### config.mk
export PLATFORM = sky130hd
export DESIGN_NAME = trace_trig_ctrl
export DESIGN_NICKNAME = d
export VERILOG_FILES = /design/src/rtl/trc_pkg.sv /design/src/rtl/trc_addr_match.sv /design/src/rtl/trc_period_timer.sv /design/src/rtl/trc_seq_fsm.sv /design/src/rtl/trace_trig_ctrl.sv
export SDC_FILE = /design/constraint.sdc
export NUM_CORES = 1
export LEC_CHECK = 0
export BUFFER_PORTS_ARGS = -buffer_cell sky130_fd_sc_hd__buf_2
export CAP_MARGIN = 20
export CORE_MARGIN = 5
export CORE_UTILIZATION = 35
export DETAILED_ROUTE_END_ITERATION = 6
export GPL_TIMING_DRIVEN = 0
export PLACE_DENSITY = 0.69
export SYNTH_ARGS = -nofsm -noshare
export SYNTH_HDL_FRONTEND = slang
export SYNTH_SLANG_ARGS = --single-unit
### constraint.sdc
create_clock -name clk -period 2.5 [get_ports clk]
set_input_delay 0.75 -clock clk [delete_from_list [all_inputs] [get_ports clk]]
set_output_delay 0.75 -clock clk [all_outputs]
set_load 0.005 [all_outputs]
### src/rtl/trc_pkg.sv
package trc_pkg;
  typedef enum logic [1:0] {
    ST_OFF   = 2'd0,
    ST_ARMED = 2'd1,
    ST_CAPT  = 2'd2,
    ST_FIN   = 2'd3
  } trc_state_e;

  localparam logic [1:0] XFER_FIRST  = 2'b10;
  localparam logic [1:0] XFER_FOLLOW = 2'b11;

  localparam logic DIR_FWD = 1'b0;
  localparam logic DIR_BWD = 1'b1;
endpackage

### src/rtl/trc_addr_match.sv
module trc_addr_match #(
  parameter int AW = 32
) (
  input  logic [AW-1:0] haddr,
  input  logic [1:0]    htrans,
  input  logic          hready,
  input  logic [AW-1:0] match_val,
  input  logic [AW-1:0] match_mask,
  output logic          hit
);
  import trc_pkg::*;

  logic active_xfer;
  logic addr_eq;

  assign active_xfer = (htrans == XFER_FIRST) || (htrans == XFER_FOLLOW);
  assign addr_eq     = ((haddr & match_mask) == (match_val & match_mask));
  assign hit         = hready && active_xfer && addr_eq;
endmodule

### src/rtl/trc_period_timer.sv
module trc_period_timer #(
  parameter int PW = 16
) (
  input  logic          clk,
  input  logic          rst_n,
  input  logic          clear,
  input  logic          run,
  input  logic [PW-1:0] period,
  output logic          tick
);
  localparam logic [PW-1:0] ONE = {{(PW-1){1'b0}}, 1'b1};

  logic [PW-1:0] cnt;

  assign tick = run && (period != '0) && (cnt == period - ONE);

  always_ff @(posedge clk or negedge rst_n) begin
    if (!rst_n) begin
      cnt <= '0;
    end else if (clear || tick) begin
      cnt <= '0;
    end else if (run) begin
      cnt <= cnt + ONE;
    end
  end
endmodule

### src/rtl/trc_seq_fsm.sv
module trc_seq_fsm #(
  parameter int MW = 3
) (
  input  logic          clk,
  input  logic          rst_n,
  input  logic          enable,
  input  logic          dir,
  input  logic [MW-1:0] mode,
  input  logic          hit,
  input  logic          full,
  input  logic          tick,
  output logic          run,
  output logic          start,
  output logic          trace_en,
  output logic          wrap_en,
  output logic          done,
  output logic          seg_start,
  output logic [MW-1:0] trace_mode
);
  import trc_pkg::*;

  trc_state_e    state_q, state_n;
  logic          dir_q;
  logic          stop;
  logic          seg_q;
  logic [MW-1:0] mode_q;

  always_comb begin
    start   = 1'b0;
    stop    = 1'b0;
    state_n = state_q;
    unique case (state_q)
      ST_OFF: begin
        if (enable) begin
          if (dir == DIR_BWD) begin
            start   = 1'b1;
            state_n = ST_CAPT;
          end else begin
            state_n = ST_ARMED;
          end
        end
      end
      ST_ARMED: begin
        if (!enable) begin
          state_n = ST_OFF;
        end else if (hit) begin
          start   = 1'b1;
          state_n = ST_CAPT;
        end
      end
      ST_CAPT: begin
        if (!enable) begin
          state_n = ST_OFF;
        end else begin
          stop = (dir_q == DIR_BWD) ? hit : full;
          if (stop) state_n = ST_FIN;
        end
      end
      ST_FIN: begin
        if (!enable) state_n = ST_OFF;
      end
      default: state_n = ST_OFF;
    endcase
  end

  assign run = (state_q == ST_CAPT) && enable && !stop;

  always_ff @(posedge clk or negedge rst_n) begin
    if (!rst_n) begin
      state_q <= ST_OFF;
      dir_q   <= DIR_FWD;
      seg_q   <= 1'b0;
      mode_q  <= '0;
    end else begin
      state_q <= state_n;
      seg_q   <= start || tick;
      if (state_q == ST_OFF && enable) dir_q <= dir;
      if (state_n == ST_OFF) begin
        mode_q <= '0;
      end else if (start || tick) begin
        mode_q <= mode;
      end
    end
  end

  assign trace_en   = (state_q == ST_CAPT);
  assign wrap_en    = (state_q == ST_CAPT) && (dir_q == DIR_BWD);
  assign done       = (state_q == ST_FIN);
  assign seg_start  = seg_q;
  assign trace_mode = mode_q;
endmodule

### src/rtl/trace_trig_ctrl.sv
module trace_trig_ctrl #(
  parameter int AW       = 32,
  parameter int MODE_W   = 3,
  parameter int PERIOD_W = 16
) (
  input  logic                clk,
  input  logic                rst_n,
  input  logic                cfg_enable,
  input  logic                cfg_dir,
  input  logic [MODE_W-1:0]   cfg_mode,
  input  logic [AW-1:0]       cfg_match,
  input  logic [AW-1:0]       cfg_mask,
  input  logic [PERIOD_W-1:0] cfg_period,
  input  logic [AW-1:0]       bus_haddr,
  input  logic [1:0]          bus_htrans,
  input  logic                bus_hready,
  input  logic                buf_full,
  output logic                trace_en,
  output logic [MODE_W-1:0]   trace_mode,
  output logic                seg_start,
  output logic                wrap_en,
  output logic                done
);
  logic hit;
  logic run;
  logic start;
  logic tick;

  trc_addr_match #(.AW(AW)) u_match (
    .haddr      (bus_haddr),
    .htrans     (bus_htrans),
    .hready     (bus_hready),
    .match_val  (cfg_match),
    .match_mask (cfg_mask),
    .hit        (hit)
  );

  trc_period_timer #(.PW(PERIOD_W)) u_timer (
    .clk    (clk),
    .rst_n  (rst_n),
    .clear  (start),
    .run    (run),
    .period (cfg_period),
    .tick   (tick)
  );

  trc_seq_fsm #(.MW(MODE_W)) u_fsm (
    .clk        (clk),
    .rst_n      (rst_n),
    .enable     (cfg_enable),
    .dir        (cfg_dir),
    .mode       (cfg_mode),
    .hit        (hit),
    .full       (buf_full),
    .tick       (tick),
    .run        (run),
    .start      (start),
    .trace_en   (trace_en),
    .wrap_en    (wrap_en),
    .done       (done),
    .seg_start  (seg_start),
    .trace_mode (trace_mode)
  );
endmodule

Word-level counts from Yosys, hierarchy flattened
Cells that the tools add are included.
- add/subtract/negate cells: 2
- equality and inequality tests: 7
- muxes and demuxes: 20
- bitwise operators: 2
- reductions and logical operators: 16
- operators with widths (operator ; count):
    $and A32 B32 Y32 ; 2
    $eq A32 B32 Y1 ; 1
    $mux W16 ; 2
    $add A16 B1 Y16 const B ; 1
    $eq A16 B16 Y1 ; 1
    $reduce_bool A16 Y1 ; 1
    $sub A16 B1 Y16 const B ; 1
    $mux W2 ; 7
    $eq A2 B2 Y1 const B ; 4
    $logic_and A1 B1 Y1 ; 8
    $pmux W2 S4 ; 1
    $mux W1 ; 7
    $mux W3 ; 2
    $logic_not A2 Y1 ; 2
    $reduce_bool A2 Y1 ; 2
    $eq A2 B1 Y1 const B ; 1
    $logic_or A1 B1 Y1 ; 2
    $pmux W1 S2 ; 1
    $logic_not A1 Y1 ; 1
- flip-flop bits (word level): 23
- output and inout bits: 7
- logic and storage cells: 52

Logic depth before layout (Yosys ltp)
Gate-level depths: netlist of run 1.
- depth after elaboration: 14
- depth in mapped cells: 12
- gate-level depth less buffers: 10

By module
Synthesis of run 1 repeated with hierarchy kept, for this count alone.
- cells, all modules: 254
- area, all modules: 2314.7 µm²
- by module, submodules not included (module ; times used ; cells an instance ; area an instance (µm²) ; seq. area each (µm²)):
    trc_period_timer ; 1 ; 164 ; 1432.6 ; 400.4
    trc_addr_match ; 1 ; 52 ; 474.2 ; 0.0
    trc_seq_fsm ; 1 ; 38 ; 407.9 ; 175.2

Worst setup path after synthesis of run 1
Ideal clock, no wire load.
- path kind: input -> register
- start: input cfg_period[2]
- end: register u_timer.cnt[0]
- library setup time: 0.119 ns
- data arrival time: 2.660 ns
- required time: 2.381 ns
- slack: -0.280 ns
- stages on the path: 10
- path buffers: 2
- path through: buf_6 -> nor4_4 -> nand4_1 -> a2111oi_2 -> o211ai_1 -> nor4_2 -> a22oi_2 -> inv_4 -> buf_12 -> nor2_1
- cells in the longest elaborated chain, start to end: 5
- RTL lines (element ; RTL line ; source):
    start: declaration ; trace_trig_ctrl.sv:13 ; input logic [PERIOD_W-1:0] cfg_period,
    $sub A16 B1 Y16 / $reduce_bool A16 Y1 (equally long branches) ; trc_period_timer.sv:15 ; assign tick = run && (period != '0) && (cnt == period - ONE);
    $eq A16 B16 Y1 / $logic_and A1 B1 Y1 (equally long branches) ; trc_period_timer.sv:15 ;
    $logic_and A1 B1 Y1 * ; trc_period_timer.sv:15 ;
    $logic_or A1 B1 Y1 * ; trc_period_timer.sv:20 ; end else if (clear || tick) begin
    $mux W16 / $reduce_bool A2 Y1 (equally long branches) ; n/a ;
    end signal: assignment ; trc_period_timer.sv:23 ; cnt <= cnt + ONE;
    end: declaration ; trc_period_timer.sv:13 ; logic [PW-1:0] cnt;
Mark *: on every way between the ends. The rest lies on a longest branch, timed or not.
A chain may end at the register's enable or synchronous reset.

Worst setup path in the final report of run 1
- start: input cfg_period[5]
- end: register u_timer.cnt[2]
The elaborated chain is that of the path after synthesis.

==> qor.yml, run 1 <==
ys.flop_type: "dfrtp_1"
setup_slack_ns: -0.176
root_buffer: "clkbuf_8"
whs_ns: 0.454
syn-num-nets: 390
vias: 2573
slowest_stage: "nor4_4"
dp_cells: 467
swShare_pct: 33.0
io_pins: 130
start_util_pct: 35.9
n_antenna_cell: 0
synthToLayoutAreaGrowth_pct: 44.8
clk_pin_slew_worst_paths_ns: 0.08
final_cells: 479
numCtsBuffers: 3
drt-initial-drc-count: 96
synth.distinct_cells: 52
drt-total-wl_um: 8040
row_count: 29
critPathCaptureType: "register"
synth_top_cell_area_share_pct: 25.3
dp_slack_ns: -0.865
hold_path_class: "input pin to asynchronous set/reset pin"
register_area_sq_um: 576
clock_latency_ns: 0.27
ys_ff_latch: 23
die_area_sq_um: 8220
slew_viol_final: 0
start_kind: "input pin"
io_buffer_count: 126
p_comb_share_pct: 37.2
rsz0062_at_grt: "yes"
p_seq_share_pct: 41.1
grt_pass1_vias: 2566
postSynthAreaPerCell_sq_um: 8.63
clk_path_buf_depth: 2
synth_top_area_cell: "dfrtp_1"
ant_nets: 0
htree_levels: 1
synthCells: 264
drv_cap: 0
synthTopCellsByArea: "dfrtp_1 25%, xor2_1 15%, xnor2_1 5.0%"
path_cells: "buf_8, nor4_4, buf_4, nand2_1, o41ai_4, o311ai_2, nor4_4, a22oi_2, inv_4, buf_12, nor2_1"
cts_tree: "yes"
crit_required_ns: 2.66
wire_per_inst_um: 16.8
post-dp-hpwl_um: 6530
layout_min_cycle_time_ns: 2.68
p_switching_mw: 0.351
path_common_cell: "nor4_4"
total_power_mw: 1.06
ys_top_cells_by_count: "40 x xor2_1, 23 x dfrtp_1, 17 x nand2_1"
power.leakage_nw: 1.51
die_y_um: 90.7
firstDrtPassIters: 4
cp.arrival_ns: 2.83
antenna_found_initial: 0
grt_pass1_wl_um: 12600
setup_viol: 20
placed_cell_area_sq_um: 3010
track_usage_pct: 18.5
coreArea_sq_um: 6350
yosysSeqAreaShare_pct: 25.3
drc_errors: 0
status: "finished, violations left"
finalHoldViolCount: 0
critPathKind: "input pin to register"
gp_congestion: 0.948
yosysWarnings: 0
worstMarginPinSlew_ns: 0.563
drive_gt1_share_pct: 43.0
critical_path.max_fanout: 10
fin_nets: 529
fill_cells: 607
worst_clock_skew_ns: 0.00389
synth.most_common_cell: "xor2_1"
violations: "negative setup slack"
grt_max_degree: 24
power_frac_clock_pct: 21.7
globalRouteOverflowTotal: 0
tns_ns: -3.06
multiInputGateArea_sq_um: 1740
die_w_um: 90.7
vdd_ir_drop_max_uv: 241
powerDensity_nw_per_um2: 322
avgViaCountPerCell: 5.37
final_design_area_no_fill_sq_um: 3300
relSlewSlack_pct: 62.5
fin_crit_sh_pct: 107
synth_edf_count: 0
cpPeakStageDelay_ns: 0.40
synth-async-reset-ratio_pct: 100
final_util_pct: 51.9
cts.sinks: 23
power.internal_mw: 0.712
netlist_area_sq_um: 2280
fmax_mhz: 374
state kept, by name (all words and copies together), names as in the netlist:
signal and count:
u_timer.cnt 16, u_fsm.trace_mode 3, u_fsm.state_q 2, u_fsm.dir_q 1, u_fsm.seg_start 1
final timing paths:
check	end	slack (ns)	cells after the start	startpoint
setup / recovery	u_timer.cnt[2]$_DFFE_PN0P_	-0.18	11	cfg_period[5]
hold / removal	u_timer.cnt[7]$_DFFE_PN0P_	0.45	1	rst_n
setup reg to reg	u_timer.cnt[2]$_DFFE_PN0P_	0.23	8	u_timer.cnt[7]$_DFFE_PN0P_
hold reg to reg	u_fsm.trace_mode[0]$_DFFE_PN0P_	0.54	2	u_fsm.trace_mode[0]$_DFFE_PN0P_
max in group asynchronous	u_timer.cnt[4]$_DFFE_PN0P_	1.69	1	rst_n
min in group clk	u_fsm.trace_mode[0]$_DFFE_PN0P_	0.54	2	u_fsm.trace_mode[0]$_DFFE_PN0P_
per-layer routing:
layer  up-vias  track usage (%)  wire length, um
met5         -                0                0
met4         0             4.84              119
met3        11             2.08              324
met2        66             30.8             4060
met1      1222             25.3             3540
li1       1274                -                -
layout by cell type, fill, tap and decap left out, drive strengths merged, types with 3 or more instances in the layout:
| cell | instances |
|---|---|
| buf | 137 |
| xor2 | 40 |
| dfrtp | 23 |
| a21oi | 20 |
| nand2 | 17 |
| a22oi | 14 |
| nand4 | 13 |
| xnor2 | 13 |
| inv | 12 |
| o21ai | 9 |
| or3 | 9 |
| nor2 | 8 |
| clkbuf | 8 |
| nor3 | 7 |
| nand3 | 6 |
| or4 | 6 |
| nor4 | 6 |
| nor2b | 4 |
| and3 | 4 |
| mux2i | 4 |
| o31ai | 4 |
| o21a | 3 |
| o211ai | 3 |
| ha | 3 |
| a2111oi | 3 |
cell families after synthesis:
group                    after synthesis  share of synthesized area [%]
AND/OR/NAND/NOR                       92                           24.2
buffers and inverters                 19                           4.34
AO/OA/AOI/OAI                         70                           22.4
XOR/XNOR                              53                           20.4
adder cells (fa/ha/maj)                3                           1.65
flip-flops                            23                           25.3
multiplexers                           4                           1.76
final cells by class:
cell class | count | share of cell area, %
flip-flops and latches | 23 | 17.5
well taps | 77 | 2.92
repair buffers | 134 | 22.1
multi-input cells | 222 | 52.7
plain buffers | 7 | 2.09
clock buffers | 4 | 1.37
inverters | 12 | 1.44
power by group through the flow:
stage                     Clock (mW)  Combinational (mW)  Sequential, mW
after floorplan                    0               0.186           0.430
after global placement             0               0.346           0.444
after detailed placement           0               0.351           0.443
after CTS                      0.241               0.385           0.435
after global routing           0.259               0.433           0.440
final                          0.230               0.396           0.437
worst max-delay path, delay by kind of cell:
family / cells / cell delay [ns]
simple gates: 4 / 0.90
buf+inv: 4 / 0.60
compound gates: 3 / 0.59
repair_timing:
| action | in CTS | in global routing |
|---|---|---|
| gates resized for setup | 30 | 4 |
| gates cloned | 0 | 0 |
| endpoints found under the hold margin | 0 | 0 |
| pin swaps | 6 | 0 |
| setup endpoints to repair | 20 | 20 |
| hold buffers | 0 | 0 |
| buffers inserted | 6 | 2 |
Power figures use the tool's default switching activity.
==> run 2: changes to the inputs <==
--- a/config.mk
+++ b/config.mk
@@ -10,7 +10,6 @@
 export CORE_MARGIN = 5
 export CORE_UTILIZATION = 35
 export DETAILED_ROUTE_END_ITERATION = 6
-export GPL_TIMING_DRIVEN = 0
 export PLACE_DENSITY = 0.69
 export SYNTH_ARGS = -nofsm -noshare
 export SYNTH_HDL_FRONTEND = slang
==> qor.yml, run 2 (synthesized netlist as in run 1, its figures left out) <==
htree_levels: 1
setup_viol: 20
use_met3_pct: 1.67
track_usage_pct: 19.2
drt-total-wl_um: 8210
critPathLaunch: "cfg_period[4]"
drt-initial-drc-count: 87
globalRouteOverflowTotal: 0
setup_slack_ns: -0.146
die_w_um: 90.7
wire_per_inst_um: 16.0
critPathCaptureType: "register"
final_cell_mix: "122 x buf_2, 41 x buf_4, 40 x xor2_1, 23 x dfrtp_1, 16 x nand2_1"
vdd_ir_drop_max_uv: 282
grt_pass1_wl_um: 13200
layout_min_cycle_time_ns: 2.65
fin_nets: 563
placed_cell_area_sq_um: 3290
rr_startpoint: "u_timer.cnt[8]$_DFFE_PN0P_"
cp.arrival_ns: 2.80
numCtsBuffers: 3
avgViaCountPerCell: 5.16
gp_congestion: 0.938
firstDrtPassIters: 4
critical_path.max_fanout: 5
drc_errors: 0
violations: "negative setup slack"
powerDensity_nw_per_um2: 315
cts.sinks: 23
die_area_sq_um: 8220
slew_viol_final: 0
critPathKind: "input pin to register"
drv_cap: 0
ant_nets: 0
rsz0062_at_grt: "yes"
die_y_um: 90.7
grt_pass1_vias: 2807
worstMarginPinSlew_ns: 0.523
clk_path_buf_depth: 2
cts_tree: "yes"
fill_cells: 588
antenna_found_initial: 0
use_met1_pct: 26.1
fin_crit_sh_pct: 106
finalHoldViolCount: 0
n_antenna_cell: 0
row_count: 29
status: "finished, violations left"
start_kind: "input pin"
io_pins: 130
power.leakage_nw: 1.68
synthToLayoutAreaGrowth_pct: 57.8
start_util_pct: 35.9
hold_path_class: "input pin to asynchronous set/reset pin"
clk_pin_slew_worst_paths_ns: 0.08
crit_required_ns: 2.65
final_design_area_no_fill_sq_um: 3590
grt-busiest-layer: "met2"
post-dp-hpwl_um: 6780
drive_gt1_share_pct: 50.7
root_buffer: "clkbuf_8"
final_common_cell: "buf_2"
coreArea_sq_um: 6350
fmax_mhz: 378
grt_max_degree: 24
largest_reg_flops: 16
tns_ns: -2.53
largest-register: "u_timer.cnt"
vias: 2649
met2_usage_pct: 32.8
clock_latency_ns: 0.26
worst_clock_skew_ns: 0.00205
relSlewSlack_pct: 65.2
io_buffer_count: 128
## run 2: changes by cell type in the layout (fill, tap and decap cells not counted), sizes merged
cell	change
inv	+1
bufinv	+1
buf	+36
clkbuf	-4
## run 2: area by class of cell
type                       instances  area, sq um  area share, %
multi-input combinational        222         1750           48.8
timing repair buffer             173         1040           28.9
sequential                        23          576           16.0
tap                               77         96.3           2.68
inverter                          12         58.8           1.64
clock buffer                       4         45.0           1.25
timing repair inverter             2         25.0          0.696
## run 2: routing by layer
metal | vias up | share of wire (%)
li1 | 1337 | -
met3 | 8 | 2.9
met1 | 1256 | 45
met5 | - | 0
met4 | 0 | 0.97
met2 | 48 | 51
## run 2: critical path: stages
cell and delay [ns]:
buf_6 0.10, nor4_4 0.35, buf_4 0.21, buf_6 0.10, nand4_1 0.09, a21oi_2 0.16, o211ai_1 0.12, nor4_2 0.42
a22oi_2 0.19, buf_4 0.19, mux2i_1 0.11
## run 2: path summary, 6_finish.rpt
path                                                    to  cells past startpoint  slack (ns)
max in group asynchronous          u_fsm.dir_q$_DFFE_PN0P_                      1        1.70
max reg2reg                u_fsm.trace_mode[2]$_DFFE_PN0P_                      8        0.18
min in group clk           u_fsm.trace_mode[0]$_DFFE_PN0P_                      2        0.54
min reg2reg                u_fsm.trace_mode[0]$_DFFE_PN0P_                      2        0.54
min                             u_timer.cnt[4]$_DFFE_PN0P_                      1        0.45
max                        u_fsm.trace_mode[2]$_DFFE_PN0P_                     11       -0.15
## run 2: what timing repair did
action | CTS | global route
pin swaps | 20 | 11
buffers inserted | 4 | 0
endpoints found under the setup margin | 20 | 20
hold buffers | 0 | 0
resized for setup | 35 | 11
gates cloned | 2 | 0
hold endpoints to repair | 0 | 0
## run 2: per-stage QoR
step	instances	hold WS [ns]	utilization, %	setup slack, ns	total power, mW
floorplan	264	0.454	-	-0.147	0.616
detailed placement	504	0.530	51.8	-0.491	0.853
global route	513	0.490	56.6	-0.250	1.20
global placement	504	0.521	51.8	-0.449	0.841
CTS	513	0.472	55.8	-0.104	1.12
finish	513	0.450	56.6	-0.146	1.13
## run 2: report_power, final
group          switching [mW]  internal [mW]
Combinational           0.224          0.253
Sequential             0.0256          0.396
Clock                   0.119          0.114
==> run 3: changes to the inputs <==
--- a/config.mk
+++ b/config.mk
@@ -13,4 +13,5 @@
 export PLACE_DENSITY = 0.69
 export SYNTH_ARGS = -nofsm -noshare
 export SYNTH_HDL_FRONTEND = slang
+export SYNTH_HIERARCHICAL = 1
 export SYNTH_SLANG_ARGS = --single-unit
==> qor.yml, run 3 <==
drive_gt1_share_pct: 54.5
root_buffer: "clkbuf_8"
drt-total-wl_um: 8020
critPathCaptureType: "register"
final_design_area_no_fill_sq_um: 3750
post-dp-hpwl_um: 6340
synth_top_cell_area_share_pct: 24.9
power_frac_clock_pct: 21.5
synth.most_common_cell: "xor2_1"
setup_viol: 20
p_seq_share_pct: 39.4
cts_tree: "yes"
fmax_mhz: 337
worstSetupPathDepth: 11
fin_crit_sh_pct: 119
synth_edf_count: 0
wire_per_inst_um: 15.8
vias: 2661
critical_path.max_fanout: 6
path_cells: "buf_2, buf_4, or4_4, buf_6, or3_4, a21oi_2, nand4b_1, and4b_4, and4b_1, a31oi_4, o311ai_2"
clock_latency_ns: 0.27
io_buffer_count: 128
synthCells: 254
clk_pin_slew_worst_paths_ns: 0.08
yosysSeqAreaShare_pct: 24.9
ant_nets: 0
power.internal_mw: 0.735
fin_nets: 558
routedLengthMet1_um: 3130
placed_cell_area_sq_um: 3320
start_util_pct: 36.2
rsz0062_at_grt: "yes"
rr_startpoint: "u_timer/cnt[8]$_DFFE_PN0P_"
netlist_area_sq_um: 2310
power.leakage_nw: 1.79
final_cell_mix: "121 x buf_2, 51 x xor2_1, 42 x buf_4, 23 x dfrtp_1, 19 x buf_6"
grt_max_degree: 24
powerDensity_nw_per_um2: 291
critPathLaunch: "cfg_period[1]"
ys.flop_type: "dfrtp_1"
postSynthAreaPerCell_sq_um: 9.11
postCtsHoldBufs: 0
r2r_slack_ns: 0.16
r2r_cells: 8
start_kind: "input pin"
n_antenna_cell: 0
wl_met2_um: 4240
fill_cells: 572
synth.distinct_cells: 56
crit_path_end: "u_fsm/trace_mode[0]$_DFFE_PN0P_"
critPathKind: "input pin to register"
synthToLayoutAreaGrowth_pct: 61.9
grt_pass1_wl_um: 12400
gp_congestion: 0.902
avgViaCountPerCell: 5.24
violations: "negative setup slack"
relSlewSlack_pct: 66.0
critPathTopFamily: "simple AND/OR/NAND/NOR gates"
drc_errors: 0
grt_pass1_vias: 2792
die_area_sq_um: 8340
largest-register: "u_timer/cnt"
final_common_cell: "buf_2"
slowest_stage: "or4_4"
drt-initial-drc-count: 137
cpPeakStageDelay_ns: 0.49
largest_reg_flops: 16
layout_min_cycle_time_ns: 2.96
antenna_found_initial: 0
r2r-end: "u_fsm/trace_mode[0]$_DFFE_PN0P_"
p_comb_share_pct: 39.0
worst_clock_skew_ns: 0.00200
crit_required_ns: 2.64
die_w_um: 91.3
worstMarginPinSlew_ns: 0.511
globalRouteOverflowTotal: 0
row_count: 29
ys_ff_latch: 23
cp.arrival_ns: 3.11
synth_top_area_cell: "dfrtp_1"
top_layer: "met4"
cts.sinks: 23
drv_cap: 0
numCtsBuffers: 3
swShare_pct: 32.6
synth-async-reset-ratio_pct: 100
critPathBufInv: 3
setup_slack_ns: -0.464
synthTopCellsByArea: "dfrtp_1 25%, xor2_1 21%, nor3_1 4.5%"
io_pins: 130
track_usage_pct: 17.5
yosysWarnings: 6
coreArea_sq_um: 6390
whs_ns: 0.442
finalHoldViolCount: 0
hold_path_class: "input pin to asynchronous set/reset pin"
status: "finished, violations left"
slew_viol_final: 0
syn-num-nets: 380
clk_path_buf_depth: 2
firstDrtPassIters: 4
p_switching_mw: 0.356
ys_top_cells_by_count: "55 x xor2_1, 23 x dfrtp_1, 21 x nor3_1, 12 x nor2_1"
met3WireLength_um: 541
die_y_um: 91.3
vdd_ir_drop_max_uv: 196
htree_levels: 1
## run 3: cell types whose count changed in the layout (fill, tap and decap cells not counted), moves of 6 or more
| cell | before | now |
|---|---|---|
| or3_1 | 9 | 1 |
| o21ai_0 | 9 | 3 |
| buf_6 | 9 | 19 |
| nand2_1 | 16 | 7 |
| a21oi_2 | 15 | 1 |
| a22oi_1 | 13 | 3 |
| nor3_2 | 1 | 10 |
| xor2_1 | 40 | 51 |
| nor2_1 | 5 | 12 |
## run 3: what timing repair did
action / CTS / global route
setup buffers: 1 / 8
pin swaps: 16 / 14
resized for setup: 24 / 39
cloned: 0 / 0
setup endpoints to repair: 20 / 20
## run 3: routing by layer
metal | GRT usage (%) | up-vias
li1 | - | 1306
met3 | 3.72 | 12
met1 | 21.5 | 1249
met2 | 31.4 | 94
met4 | 3.67 | 0
met5 | 0 | -
## run 3: worst min path at each step
stage	from	end	slack (ns)	cells after the start
after CTS	rst_n	u_timer/cnt[8]$_DFFE_PN0P_	0.47	1
final	rst_n	u_timer/cnt[8]$_DFFE_PN0P_	0.44	1
after global routing	rst_n	u_timer/cnt[8]$_DFFE_PN0P_	0.50	1
after global placement	u_fsm/dir_q$_DFFE_PN0P_	u_fsm/dir_q$_DFFE_PN0P_	0.54	1
after floorplan	rst_n	u_fsm/dir_q$_DFFE_PN0P_	0.45	0
after detailed placement	u_fsm/dir_q$_DFFE_PN0P_	u_fsm/dir_q$_DFFE_PN0P_	0.57	1
## run 3: power by group through the flow
stage / clock network (mW) / registers (mW) / logic [mW]
after floorplan: 0 / 0.428 / 0.185
after CTS: 0.238 / 0.430 / 0.403
final: 0.235 / 0.430 / 0.426
after detailed placement: 0 / 0.437 / 0.393
after global placement: 0 / 0.436 / 0.382
after global routing: 0.257 / 0.436 / 0.468
## run 3: metrics by stage
step / setup TNS (ns) / std cells / power [mW] / setup slack, ns / util [%]
CTS: -7.59 / 500 / 1.07 / -0.471 / 54.4
detailed placement: -15.28 / 495 / 0.831 / -0.874 / 52.0
finish: -7.84 / 508 / 1.09 / -0.464 / 58.7
floorplan: -8.17 / 254 / 0.614 / -0.637 / -
global route: -10.45 / 508 / 1.16 / -0.591 / 58.7
global placement: -14.35 / 495 / 0.818 / -0.801 / 52.0
## run 3: cells by family (layout without fill, tap and decap cells)
group | count (synthesis) | after routing | share of synthesized area [%]
and+or+nand+nor | 97 | 97 | 25.2
xor gates and xnor gates | 66 | 66 | 25.0
AOI/OAI and AO/OA | 43 | 43 | 15.6
DFF | 23 | 23 | 24.9
buffers and inverters | 18 | 195 | 5.41
muxes | 4 | 4 | 2.32
adders and majority gates | 3 | 3 | 1.62
## run 3: cell type report
type                            count  area, sq um  share of cell area (%)
Clock inverter                      1         5.00                   0.134
Clock buffer                        3         41.3                    1.10
Sequential cell                    23          576                    15.4
Timing Repair Buffer              183         1150                    30.8
Multi-Input combinational cell    213         1840                    49.2
Inverter                            8         30.0                   0.801
Tap cell                           77         96.3                    2.57
